### src/rtl/swb_pkg.sv
package swb_pkg;
  // register byte offsets
  localparam int unsigned OFS_REV = 'h00;
  localparam int unsigned OFS_TXD = 'h04;
  localparam int unsigned OFS_RXD = 'h08;
  localparam int unsigned OFS_CTL = 'h0C;
  localparam int unsigned OFS_FLG = 'h10;
  localparam int unsigned OFS_CFG = 'h14;
  localparam int unsigned OFS_STA = 'h18;

  // control bits
  localparam int unsigned CTL_IE   = 6;
  localparam int unsigned CTL_CE   = 5;
  localparam int unsigned CTL_GO   = 4;
  localparam int unsigned CTL_BRK  = 2;
  localparam int unsigned CTL_DIR  = 1;
  localparam int unsigned CTL_MODE = 0;

  // flag bits
  localparam int unsigned FLG_TX  = 2;
  localparam int unsigned FLG_RX  = 1;
  localparam int unsigned FLG_TMO = 0;

  // config bits
  localparam int unsigned CFG_SRST = 1;
  localparam int unsigned CFG_IDLE = 0;

  typedef enum logic [2:0] {
    ST_IDLE,
    ST_TX_LO,
    ST_TX_HI,
    ST_RX_WAIT,
    ST_RX_SMP,
    ST_RX_REL,
    ST_BRK_LO,
    ST_BRK_HI
  } eng_st_e;
endpackage

### src/rtl/swb_sync.sv
module swb_sync #(
  parameter int unsigned STAGES  = 2,
  parameter logic        RST_VAL = 1'b1
) (
  input  logic clk_i,
  input  logic rst_ni,
  input  logic d_i,
  output logic q_o
);
  logic [STAGES-1:0] chain_q;

  generate
    if (STAGES == 1) begin : g_one
      always_ff @(posedge clk_i or negedge rst_ni)
        if (!rst_ni) chain_q <= RST_VAL;
        else         chain_q <= d_i;
    end else begin : g_many
      always_ff @(posedge clk_i or negedge rst_ni)
        if (!rst_ni) chain_q <= {STAGES{RST_VAL}};
        else         chain_q <= {chain_q[STAGES-2:0], d_i};
    end
  endgenerate

  assign q_o = chain_q[STAGES-1];
endmodule

### src/rtl/swb_engine.sv
module swb_engine
  import swb_pkg::*;
#(
  parameter int unsigned DATA_W      = 8,
  parameter int unsigned SLOT_CYC    = 1900,
  parameter int unsigned LOW1_CYC    = 300,
  parameter int unsigned LOW0_CYC    = 1000,
  parameter int unsigned BRK_LOW_CYC = 19000,
  parameter int unsigned BRK_REC_CYC = 5000,
  parameter int unsigned RX_WIN_CYC  = 32000,
  parameter int unsigned RX_SMP_CYC  = 650,
  parameter int unsigned SYNC_STAGES = 2
) (
  input  logic              clk_i,
  input  logic              rst_ni,
  input  logic              srst_i,
  input  logic              start_i,
  input  logic              brk_i,
  input  logic              dir_i,
  input  logic [DATA_W-1:0] tx_byte_i,
  input  logic              line_i,
  output logic              line_oe_o,
  output logic              tx_done_o,
  output logic              rx_done_o,
  output logic              tmo_o,
  output logic              end_o,
  output logic [DATA_W-1:0] rx_byte_o
);
  localparam int unsigned MAX_A = (SLOT_CYC > BRK_LOW_CYC) ? SLOT_CYC : BRK_LOW_CYC;
  localparam int unsigned MAX_B = (RX_WIN_CYC > BRK_REC_CYC) ? RX_WIN_CYC : BRK_REC_CYC;
  localparam int unsigned MAX_C = (MAX_A > MAX_B) ? MAX_A : MAX_B;
  localparam int unsigned CNT_W = $clog2(MAX_C + 1);
  localparam int unsigned BIT_W = $clog2(DATA_W);

  eng_st_e           st_q;
  logic [CNT_W-1:0]  cnt_q, cnt_nxt, lo_end, hi_end;
  logic [BIT_W-1:0]  bit_q;
  logic [DATA_W-1:0] sh_q, rx_sh_q;
  logic              rd_q, oe_q, line_s, last_bit;
  logic              txd_p, rxd_p, tmo_p, end_p;

  swb_sync #(.STAGES(SYNC_STAGES), .RST_VAL(1'b1)) u_sync (
    .clk_i (clk_i),
    .rst_ni(rst_ni),
    .d_i   (line_i),
    .q_o   (line_s)
  );

  assign cnt_nxt  = cnt_q + 1'b1;
  assign lo_end   = sh_q[0] ? CNT_W'(LOW1_CYC - 1) : CNT_W'(LOW0_CYC - 1);
  assign hi_end   = sh_q[0] ? CNT_W'(SLOT_CYC - LOW1_CYC - 1) : CNT_W'(SLOT_CYC - LOW0_CYC - 1);
  assign last_bit = (bit_q == BIT_W'(DATA_W - 1));

  always_ff @(posedge clk_i or negedge rst_ni) begin
    if (!rst_ni) begin
      st_q    <= ST_IDLE;
      cnt_q   <= '0;
      bit_q   <= '0;
      sh_q    <= '0;
      rx_sh_q <= '0;
      rd_q    <= 1'b0;
      oe_q    <= 1'b0;
      txd_p   <= 1'b0;
      rxd_p   <= 1'b0;
      tmo_p   <= 1'b0;
      end_p   <= 1'b0;
    end else begin
      txd_p <= 1'b0;
      rxd_p <= 1'b0;
      tmo_p <= 1'b0;
      end_p <= 1'b0;
      if (srst_i) begin
        st_q    <= ST_IDLE;
        cnt_q   <= '0;
        bit_q   <= '0;
        sh_q    <= '0;
        rx_sh_q <= '0;
        rd_q    <= 1'b0;
        oe_q    <= 1'b0;
      end else begin
        unique case (st_q)
          ST_IDLE: if (start_i) begin
            cnt_q <= '0;
            bit_q <= '0;
            oe_q  <= 1'b1;
            if (brk_i) begin
              st_q <= ST_BRK_LO;
            end else begin
              st_q <= ST_TX_LO;
              sh_q <= tx_byte_i;
              rd_q <= dir_i;
            end
          end
          ST_TX_LO: begin
            if (cnt_q == lo_end) begin
              cnt_q <= '0;
              oe_q  <= 1'b0;
              st_q  <= ST_TX_HI;
            end else cnt_q <= cnt_nxt;
          end
          ST_TX_HI: begin
            if (cnt_q == hi_end) begin
              cnt_q <= '0;
              sh_q  <= sh_q >> 1;
              if (last_bit) begin
                txd_p <= 1'b1;
                bit_q <= '0;
                if (rd_q) st_q <= ST_RX_WAIT;
                else begin
                  end_p <= 1'b1;
                  st_q  <= ST_IDLE;
                end
              end else begin
                bit_q <= bit_q + 1'b1;
                oe_q  <= 1'b1;
                st_q  <= ST_TX_LO;
              end
            end else cnt_q <= cnt_nxt;
          end
          ST_RX_WAIT: begin
            if (!line_s) begin
              cnt_q <= '0;
              st_q  <= ST_RX_SMP;
            end else if (cnt_q == CNT_W'(RX_WIN_CYC - 1)) begin
              tmo_p <= 1'b1;
              end_p <= 1'b1;
              st_q  <= ST_IDLE;
            end else cnt_q <= cnt_nxt;
          end
          ST_RX_SMP: begin
            if (cnt_q == CNT_W'(RX_SMP_CYC - 1)) begin
              cnt_q   <= '0;
              rx_sh_q <= {line_s, rx_sh_q[DATA_W-1:1]};
              st_q    <= ST_RX_REL;
            end else cnt_q <= cnt_nxt;
          end
          ST_RX_REL: begin
            if (line_s) begin
              cnt_q <= '0;
              if (last_bit) begin
                rxd_p <= 1'b1;
                end_p <= 1'b1;
                st_q  <= ST_IDLE;
              end else begin
                bit_q <= bit_q + 1'b1;
                st_q  <= ST_RX_WAIT;
              end
            end else if (cnt_q == CNT_W'(RX_WIN_CYC - 1)) begin
              tmo_p <= 1'b1;
              end_p <= 1'b1;
              st_q  <= ST_IDLE;
            end else cnt_q <= cnt_nxt;
          end
          ST_BRK_LO: begin
            if (cnt_q == CNT_W'(BRK_LOW_CYC - 1)) begin
              cnt_q <= '0;
              oe_q  <= 1'b0;
              st_q  <= ST_BRK_HI;
            end else cnt_q <= cnt_nxt;
          end
          ST_BRK_HI: begin
            if (cnt_q == CNT_W'(BRK_REC_CYC - 1)) begin
              cnt_q <= '0;
              tmo_p <= 1'b1;
              end_p <= 1'b1;
              st_q  <= ST_IDLE;
            end else cnt_q <= cnt_nxt;
          end
          default: st_q <= ST_IDLE;
        endcase
      end
    end
  end

  assign line_oe_o = oe_q;
  assign tx_done_o = txd_p;
  assign rx_done_o = rxd_p;
  assign tmo_o     = tmo_p;
  assign end_o     = end_p;
  assign rx_byte_o = rx_sh_q;

  assert_start_idle_R2: assert property (@(posedge clk_i) disable iff (!rst_ni)
    start_i |-> (st_q == ST_IDLE));

  assert_release_idle_R3: assert property (@(posedge clk_i) disable iff (!rst_ni)
    (st_q == ST_IDLE) |-> !line_oe_o);

  assert_rx_tmo_excl_R6: assert property (@(posedge clk_i) disable iff (!rst_ni)
    $onehot0({rx_done_o, tmo_o}));

  assert_tmo_released_R7: assert property (@(posedge clk_i) disable iff (!rst_ni)
    tmo_o |-> !line_oe_o);
endmodule

### src/rtl/swb_regs.sv
module swb_regs
  import swb_pkg::*;
#(
  parameter int unsigned ADDR_W    = 5,
  parameter int unsigned DATA_W    = 8,
  parameter int unsigned REV_MAJOR = 1,
  parameter int unsigned REV_MINOR = 0,
  parameter int unsigned SRST_CYC  = 16
) (
  input  logic              clk_i,
  input  logic              rst_ni,
  input  logic [ADDR_W-1:0] addr_i,
  input  logic              wr_i,
  input  logic              rd_i,
  input  logic [DATA_W-1:0] wdata_i,
  output logic [DATA_W-1:0] rdata_o,
  output logic              irq_o,
  output logic              srst_o,
  output logic              start_o,
  output logic              brk_o,
  output logic              dir_o,
  output logic [DATA_W-1:0] tx_byte_o,
  input  logic              tx_done_i,
  input  logic              rx_done_i,
  input  logic              tmo_i,
  input  logic              end_i,
  input  logic [DATA_W-1:0] rx_byte_i
);
  localparam int unsigned SRST_W = $clog2(SRST_CYC + 1);
  localparam logic [DATA_W-1:0] CTL_RW = DATA_W'((1 << CTL_IE) | (1 << CTL_CE) |
                                                 (1 << CTL_DIR) | (1 << CTL_MODE));
  localparam logic [DATA_W-1:0] CFG_RW = DATA_W'(1 << CFG_IDLE);

  logic [DATA_W-1:0] ctl_q, cfg_q, txd_q, rxd_q;
  logic [2:0]        flg_q, flg_set;
  logic              go_q, brk_q, pend_q;
  logic [SRST_W-1:0] srst_cnt_q;
  logic              srst_act, hit_ctl, hit_flg, hit_cfg, hit_txd;
  logic              wr_ctl, flg_clr, ie;

  assign srst_act = (srst_cnt_q != '0);
  assign hit_ctl  = (addr_i == ADDR_W'(OFS_CTL));
  assign hit_flg  = (addr_i == ADDR_W'(OFS_FLG));
  assign hit_cfg  = (addr_i == ADDR_W'(OFS_CFG));
  assign hit_txd  = (addr_i == ADDR_W'(OFS_TXD));
  assign ie       = ctl_q[CTL_IE];
  assign wr_ctl   = wr_i && hit_ctl && !srst_act;
  assign start_o  = wr_ctl && !go_q && wdata_i[CTL_GO] && wdata_i[CTL_CE];
  assign brk_o    = wdata_i[CTL_BRK];
  assign dir_o    = wdata_i[CTL_DIR];
  assign flg_clr  = rd_i && hit_flg && ie;
  assign flg_set  = {tx_done_i, rx_done_i, tmo_i};

  always_ff @(posedge clk_i or negedge rst_ni) begin
    if (!rst_ni) begin
      ctl_q      <= '0;
      cfg_q      <= '0;
      txd_q      <= '0;
      rxd_q      <= '0;
      flg_q      <= '0;
      go_q       <= 1'b0;
      brk_q      <= 1'b0;
      pend_q     <= 1'b0;
      srst_cnt_q <= '0;
    end else if (srst_act) begin
      ctl_q      <= '0;
      cfg_q      <= '0;
      txd_q      <= '0;
      rxd_q      <= '0;
      flg_q      <= '0;
      go_q       <= 1'b0;
      brk_q      <= 1'b0;
      pend_q     <= 1'b0;
      srst_cnt_q <= srst_cnt_q - 1'b1;
    end else begin
      flg_q <= (flg_clr ? 3'b000 : flg_q) | flg_set;
      if (rx_done_i) rxd_q <= rx_byte_i;
      if (end_i) pend_q <= 1'b1;
      if (wr_i && hit_txd) txd_q <= wdata_i;
      if (wr_i && hit_cfg) begin
        cfg_q <= wdata_i & CFG_RW;
        if (wdata_i[CFG_SRST]) srst_cnt_q <= SRST_W'(SRST_CYC);
      end
      if (wr_ctl) begin
        ctl_q <= wdata_i & CTL_RW;
        if (!go_q) begin
          go_q  <= start_o;
          brk_q <= start_o && wdata_i[CTL_BRK];
        end
      end
      // start and break self-clear only once interrupts are enabled
      if (go_q && pend_q && ie) begin
        go_q   <= 1'b0;
        brk_q  <= 1'b0;
        pend_q <= 1'b0;
      end
    end
  end

  always_comb begin
    rdata_o = '0;
    unique case (addr_i)
      ADDR_W'(OFS_REV): rdata_o = DATA_W'({4'(REV_MAJOR), 4'(REV_MINOR)});
      ADDR_W'(OFS_TXD): rdata_o = txd_q;
      ADDR_W'(OFS_RXD): rdata_o = rxd_q;
      ADDR_W'(OFS_CTL): begin
        rdata_o = ctl_q;
        rdata_o[CTL_GO]  = go_q;
        rdata_o[CTL_BRK] = brk_q;
      end
      ADDR_W'(OFS_FLG): rdata_o = DATA_W'(flg_q);
      ADDR_W'(OFS_CFG): rdata_o = cfg_q;
      ADDR_W'(OFS_STA): rdata_o = DATA_W'(!srst_act);
      default:          rdata_o = '0;
    endcase
  end

  assign irq_o     = ie && (flg_q != 3'b000);
  assign srst_o    = srst_act;
  assign tx_byte_o = txd_q;

  assert_flag_clear_R5: assert property (@(posedge clk_i) disable iff (!rst_ni)
    (flg_clr && !srst_act && (flg_set == 3'b000)) |=> (flg_q == 3'b000));

  assert_go_hold_R9: assert property (@(posedge clk_i) disable iff (!rst_ni)
    (go_q && !ie && !srst_act) |=> go_q);

  assert_ce_gate_R10: assert property (@(posedge clk_i) disable iff (!rst_ni)
    (wr_ctl && !go_q && !wdata_i[CTL_CE]) |=> !go_q);

  assert_srst_start_R11: assert property (@(posedge clk_i) disable iff (!rst_ni)
    (wr_i && hit_cfg && wdata_i[CFG_SRST] && !srst_act) |=> (rdata_o == '0 || addr_i != ADDR_W'(OFS_STA)));
endmodule

### src/rtl/swb_master.sv
module swb_master #(
  parameter int unsigned ADDR_W      = 5,
  parameter int unsigned DATA_W      = 8,
  parameter int unsigned REV_MAJOR   = 1,
  parameter int unsigned REV_MINOR   = 2,
  parameter int unsigned SLOT_CYC    = 1900,
  parameter int unsigned LOW1_CYC    = 300,
  parameter int unsigned LOW0_CYC    = 1000,
  parameter int unsigned BRK_LOW_CYC = 19000,
  parameter int unsigned BRK_REC_CYC = 5000,
  parameter int unsigned RX_WIN_CYC  = 32000,
  parameter int unsigned RX_SMP_CYC  = 650,
  parameter int unsigned SRST_CYC    = 16,
  parameter int unsigned SYNC_STAGES = 2
) (
  input  logic              clk_i,
  input  logic              rst_ni,
  input  logic [ADDR_W-1:0] addr_i,
  input  logic              wr_i,
  input  logic              rd_i,
  input  logic [DATA_W-1:0] wdata_i,
  output logic [DATA_W-1:0] rdata_o,
  output logic              irq_o,
  input  logic              line_i,
  output logic              line_oe_o
);
  logic              srst, start, brk, dir, tx_done, rx_done, tmo, eng_end;
  logic [DATA_W-1:0] tx_byte, rx_byte;

  swb_regs #(
    .ADDR_W   (ADDR_W),
    .DATA_W   (DATA_W),
    .REV_MAJOR(REV_MAJOR),
    .REV_MINOR(REV_MINOR),
    .SRST_CYC (SRST_CYC)
  ) u_regs (
    .clk_i    (clk_i),
    .rst_ni   (rst_ni),
    .addr_i   (addr_i),
    .wr_i     (wr_i),
    .rd_i     (rd_i),
    .wdata_i  (wdata_i),
    .rdata_o  (rdata_o),
    .irq_o    (irq_o),
    .srst_o   (srst),
    .start_o  (start),
    .brk_o    (brk),
    .dir_o    (dir),
    .tx_byte_o(tx_byte),
    .tx_done_i(tx_done),
    .rx_done_i(rx_done),
    .tmo_i    (tmo),
    .end_i    (eng_end),
    .rx_byte_i(rx_byte)
  );

  swb_engine #(
    .DATA_W     (DATA_W),
    .SLOT_CYC   (SLOT_CYC),
    .LOW1_CYC   (LOW1_CYC),
    .LOW0_CYC   (LOW0_CYC),
    .BRK_LOW_CYC(BRK_LOW_CYC),
    .BRK_REC_CYC(BRK_REC_CYC),
    .RX_WIN_CYC (RX_WIN_CYC),
    .RX_SMP_CYC (RX_SMP_CYC),
    .SYNC_STAGES(SYNC_STAGES)
  ) u_engine (
    .clk_i    (clk_i),
    .rst_ni   (rst_ni),
    .srst_i   (srst),
    .start_i  (start),
    .brk_i    (brk),
    .dir_i    (dir),
    .tx_byte_i(tx_byte),
    .line_i   (line_i),
    .line_oe_o(line_oe_o),
    .tx_done_o(tx_done),
    .rx_done_o(rx_done),
    .tmo_o    (tmo),
    .end_o    (eng_end),
    .rx_byte_o(rx_byte)
  );

  assert_srst_release_R11: assert property (@(posedge clk_i) disable iff (!rst_ni)
    srst |=> !line_oe_o);
endmodule

### config.mk
export PLATFORM = sky130hd
export DESIGN_NAME = swb_master
export DESIGN_NICKNAME = d
export VERILOG_FILES = /design/src/rtl/swb_pkg.sv /design/src/rtl/swb_sync.sv /design/src/rtl/swb_engine.sv /design/src/rtl/swb_regs.sv /design/src/rtl/swb_master.sv
export SDC_FILE = /design/constraint.sdc
export NUM_CORES = 1
export LEC_CHECK = 0
export BUFFER_PORTS_ARGS = -buffer_cell sky130_fd_sc_hd__buf_4
export CELL_PAD_IN_SITES_DETAIL_PLACEMENT = 0
export CELL_PAD_IN_SITES_GLOBAL_PLACEMENT = 2
export CORE_MARGIN = 1.5
export CORE_UTILIZATION = 36
export CTS_BUF_LIST = sky130_fd_sc_hd__clkbuf_8
export DETAILED_ROUTE_END_ITERATION = 10
export PLACE_DENSITY = 0.83
export RECOVER_POWER = 100
export SLEW_MARGIN = 20
export SYNTH_ARGS = -nofsm -noshare
export SYNTH_HDL_FRONTEND = slang
export SYNTH_SLANG_ARGS = --single-unit
### constraint.sdc
create_clock -name clk_i -period 2.7 [get_ports clk_i]
set_clock_uncertainty 0.15 [all_clocks]
set_input_delay 0.135 -clock clk_i [delete_from_list [all_inputs] [get_ports clk_i]]
set_output_delay 0.135 -clock clk_i [all_outputs]
set_load 0.03 [all_outputs]
==> results.sh <==
export IMPL_status="complete, but fails checks"
export IMPL_violations="max-capacitance violations, max-slew violations"
export IMPL_synth_nets=503
export IMPL_arrival_ns=2.74
export IMPL_drt_iter0_markers=267
export IMPL_synth_fa_ha_area_share_pct=1.71
export IMPL_grt_first_pass_wirelength_mm=19.8
export IMPL_setup_violations=0
export IMPL_drcViolationCount=0
export IMPL_holdPathStages=4
export IMPL_start_util_pct=36.8
export IMPL_holdWs_ns=0.0494
export IMPL_num_vias=3832
export IMPL_hp_class="input port to register"
export IMPL_first_global_vias=3813
export IMPL_drt_pass1_iterations=4
export IMPL_rr_worst_depth=7
export IMPL_worstSkewPairLatency_ns=0.36
export IMPL_yosys_most_used_dff="dfrtp_1"
export IMPL_p_leak_nw=2.11
export IMPL_dpl_instance_area_um2=4880
export IMPL_layout_min_cycle_time_ns=2.61
export IMPL_cts_max_path_buffers=2
export IMPL_highest_layer="met4"
export IMPL_synth_edf_count=0
export IMPL_diodes=0
export IMPL_detail_route_antenna_nets=0
export IMPL_slew_viol_final=78
export IMPL_setup_slack_ns=0.0929
export IMPL_dieArea_um2=12900
export IMPL_routed_wirelength_mm=11.7
export IMPL_fin_nets=562
export IMPL_ys_seq_area_share_pct=43.8
export IMPL_max_slew_margin_pct=-30.0
export IMPL_worstPathRequired_ns=2.83
export IMPL_cts_tree="done"
export IMPL_pre_cts_slack_ns=0.0827
export IMPL_fin_tns_setup_ns=0
export IMPL_fin_area_um2=5290
export IMPL_routed_via_density=5.55
export IMPL_ys_warn_count=0
export IMPL_gp_routability_congestion=0.914
export IMPL_crit_path_end_kind="register"
export IMPL_hold_viol=0
export IMPL_die_h_um=114
export IMPL_ioPinCount=28
export IMPL_synth_top_family_by_area="simple AND/OR/NAND/NOR gates"
export IMPL_coreArea_um2=12000
export IMPL_synthMuxAreaShare_pct=9.67
export IMPL_design_power_total_mw=2.51
export IMPL_met1_length_mm=5.52
export IMPL_worst_setup_hold_path_clk_slew_ns=0.09
export IMPL_ys_ff_latch=77
export IMPL_fin_crit_sh_pct=96.6
export IMPL_cts_buffers_inserted=9
export IMPL_tightest_slew_ns=1.95
export IMPL_wl_met2_mm=5.55
export IMPL_wl_met3_um=413
export IMPL_grt_usage_pct=19.4
export IMPL_fillers=1178
export IMPL_htree_levels=3
export IMPL_cts_root_buf="clkbuf_8"
export IMPL_synth_area_um2=4400
export IMPL_die_w_um=114
export IMPL_critPathKind="register to register"
export IMPL_grt_antenna_before_repair=0
export IMPL_synth_distinct_cells=67
export IMPL_drt_wirelength_per_cell_um=17.0
export IMPL_syn_area_per_cell_um2=9.19
export IMPL_hpwlAfterDp_mm=8.33
export IMPL_synth_compound_area_share_pct=16.1
export IMPL_synthXorXnorAreaFrac_pct=0.398
export IMPL_layout_drive_gt1_share_pct=21.2
export IMPL_syn2layout_area_growth_pct=20.2
export IMPL_p_per_area_nw_per_um2=475
export IMPL_path_max_fanout=4
export IMPL_crit_path_start_kind="register"
export IMPL_cts_sinks=77
export IMPL_postSynthCellCount=479
export IMPL_peakVddDrop_v=0.000274
export IMPL_fmax_ghz=0.384
export IMPL_overflow=0
export IMPL_synthSimpleGateAreaFrac_pct=23.9
export IMPL_port_buffers=27
export IMPL_grt_max_degree=78
export IMPL_async_flop_share_pct=100
export IMPL_maxCapViolCount=1
export IMPL_rows=40
## area by class of cell
class | instances | area, um^2 | share of cell area (%)
repair buffers | 79 | 626 | 11.8
clock inverters | 6 | 52.6 | 0.994
inverters | 12 | 45.0 | 0.852
well taps | 147 | 184 | 3.48
flip-flops and latches | 77 | 1930 | 36.5
clock buffers | 10 | 138 | 2.60
multi-input cells | 359 | 2310 | 43.8
## logic make-up (layout without fill, tap and decap cells)
family          after synthesis  count (layout)
buf+inv                      43             107
compound gates              109             109
mux                          41              41
fa+ha+maj                     6               6
simple gates                201             201
xor+xnor                      2               2
flops                        77              77
## state kept, by name, indices dropped and copies added (netlist names)
signal,cells
u_engine.cnt_q,15
u_engine.rx_byte_o,8
u_engine.sh_q,8
u_regs.rxd_q,8
u_regs.tx_byte_o,8
u_regs.srst_cnt_q,5
u_regs.ctl_q,4
u_engine.bit_q,3
u_engine.st_q,3
u_regs.flg_q,3
u_engine.u_sync.chain_q,2
u_engine.end_o,1
u_engine.line_oe_o,1
u_engine.rd_q,1
u_engine.rx_done_o,1
u_engine.tmo_o,1
u_engine.tx_done_o,1
u_regs.brk_q,1
u_regs.cfg_q,1
u_regs.go_q,1
u_regs.pend_q,1
## routing by layer
metal / track usage (%) / up-vias
li1: - / 1831
met1: 27.0 / 1905
met2: 30.5 / 80
met3: 2.71 / 16
met4: 7.75 / 0
met5: 0 / -
## cell usage after synthesis, drive strengths merged (2+ instances only)
cell,number,area [um^2]
a311oi,2,17.5
nand2,60,225
mux2,12,135
or4b,5,53.8
and4b,2,20.0
mux2i,29,290
o31ai,3,27.5
nand3b,6,48.8
a21o,2,15.0
clkbuf,18,68.8
nand2b,8,57.6
ha,6,75.1
a22o,3,26.3
dfrtp,75,1880
o21a,2,15.0
nand4,4,25.0
o21ai,19,95.1
nor2b,3,18.8
a22oi,2,15.0
a211oi,3,47.6
nor4b,3,32.5
dfstp,2,52.6
and3,8,50.1
nor3,10,61.3
a41oi,3,26.3
buf,13,80.1
inv,11,41.3
nor2,54,219
nand4b,2,17.5
or4,4,33.8
nor4,2,18.8
o22ai,4,25.0
and4,2,17.5
nand3,23,115
a31oi,12,90.1
a21oi,49,260
## placed cells by master, fill, tap and decap left out, types with 3 or more instances in the layout
master         instances
dfrtp_1               75
nand2_1               59
buf_4                 58
nor2_1                52
a21oi_1               47
mux2i_1               29
nand3_1               23
o21ai_0               18
dlygate4sd3_1         17
mux2_2                12
inv_1                 11
a31oi_1               11
clkbuf_8              10
nor3_1                 9
and3_1                 8
nand2b_1               7
nand3b_1               5
ha_1                   5
nand4_1                4
o22ai_1                4
or4b_1                 3
a22o_1                 3
nor2b_1                3
or4_4                  3
a41oi_1                3
## worst max-delay path, cell delays in order, from the launching register on
cell and delay (ns):
dfrtp_1 0.42, or4b_4 0.56, a211oi_4 0.26, a31oi_4 0.15, a211oi_4 0.26, and2_4 0.19
or4b_1 0.44, o21ai_1 0.10
## per-stage QoR
stage,cells,util (%)
finish,690,44.2
global route,690,44.2
CTS,687,43.9
detailed placement,654,40.8
global placement,654,40.8
floorplan,479,-
## report_power, final
group | internal, mW | switching (mW)
Combinational | 0.161 | 0.238
Clock | 0.373 | 0.486
Sequential | 1.20 | 0.0531
Total | 1.73 | 0.777
## final timing paths
kind / slack [ns] / to / start
max: 0.09 / u_engine.st_q[2]$_DFFE_PN0P_ / u_engine.cnt_q[5]$_DFFE_PN0P_
min: 0.05 / u_regs.flg_q[0]$_DFF_PN0_ / rd_i
max reg2reg: 0.09 / u_engine.st_q[2]$_DFFE_PN0P_ / u_engine.cnt_q[5]$_DFFE_PN0P_
min reg2reg: 0.22 / u_engine.u_sync.chain_q[1]$_DFF_PN1_ / u_engine.u_sync.chain_q[0]$_DFF_PN1_
max in group asynchronous: 0.53 / u_engine.cnt_q[13]$_DFFE_PN0P_ / rst_ni
min in group asynchronous: 0.68 / u_regs.ctl_q[6]$_DFFE_PN0P_ / rst_ni
## repair_timing
item | 4_1_cts | 5_1_grt
cloned | 0 | 0
pin swaps | 0 | 3
buffers inserted | 0 | 3
gates resized for setup | 1 | 7
endpoints found under the hold margin | 91 | 0
hold buffers | 17 | 0
endpoints found under the setup margin | 1 | 5
No activity file was read; power rests on OpenSTA's default activity.
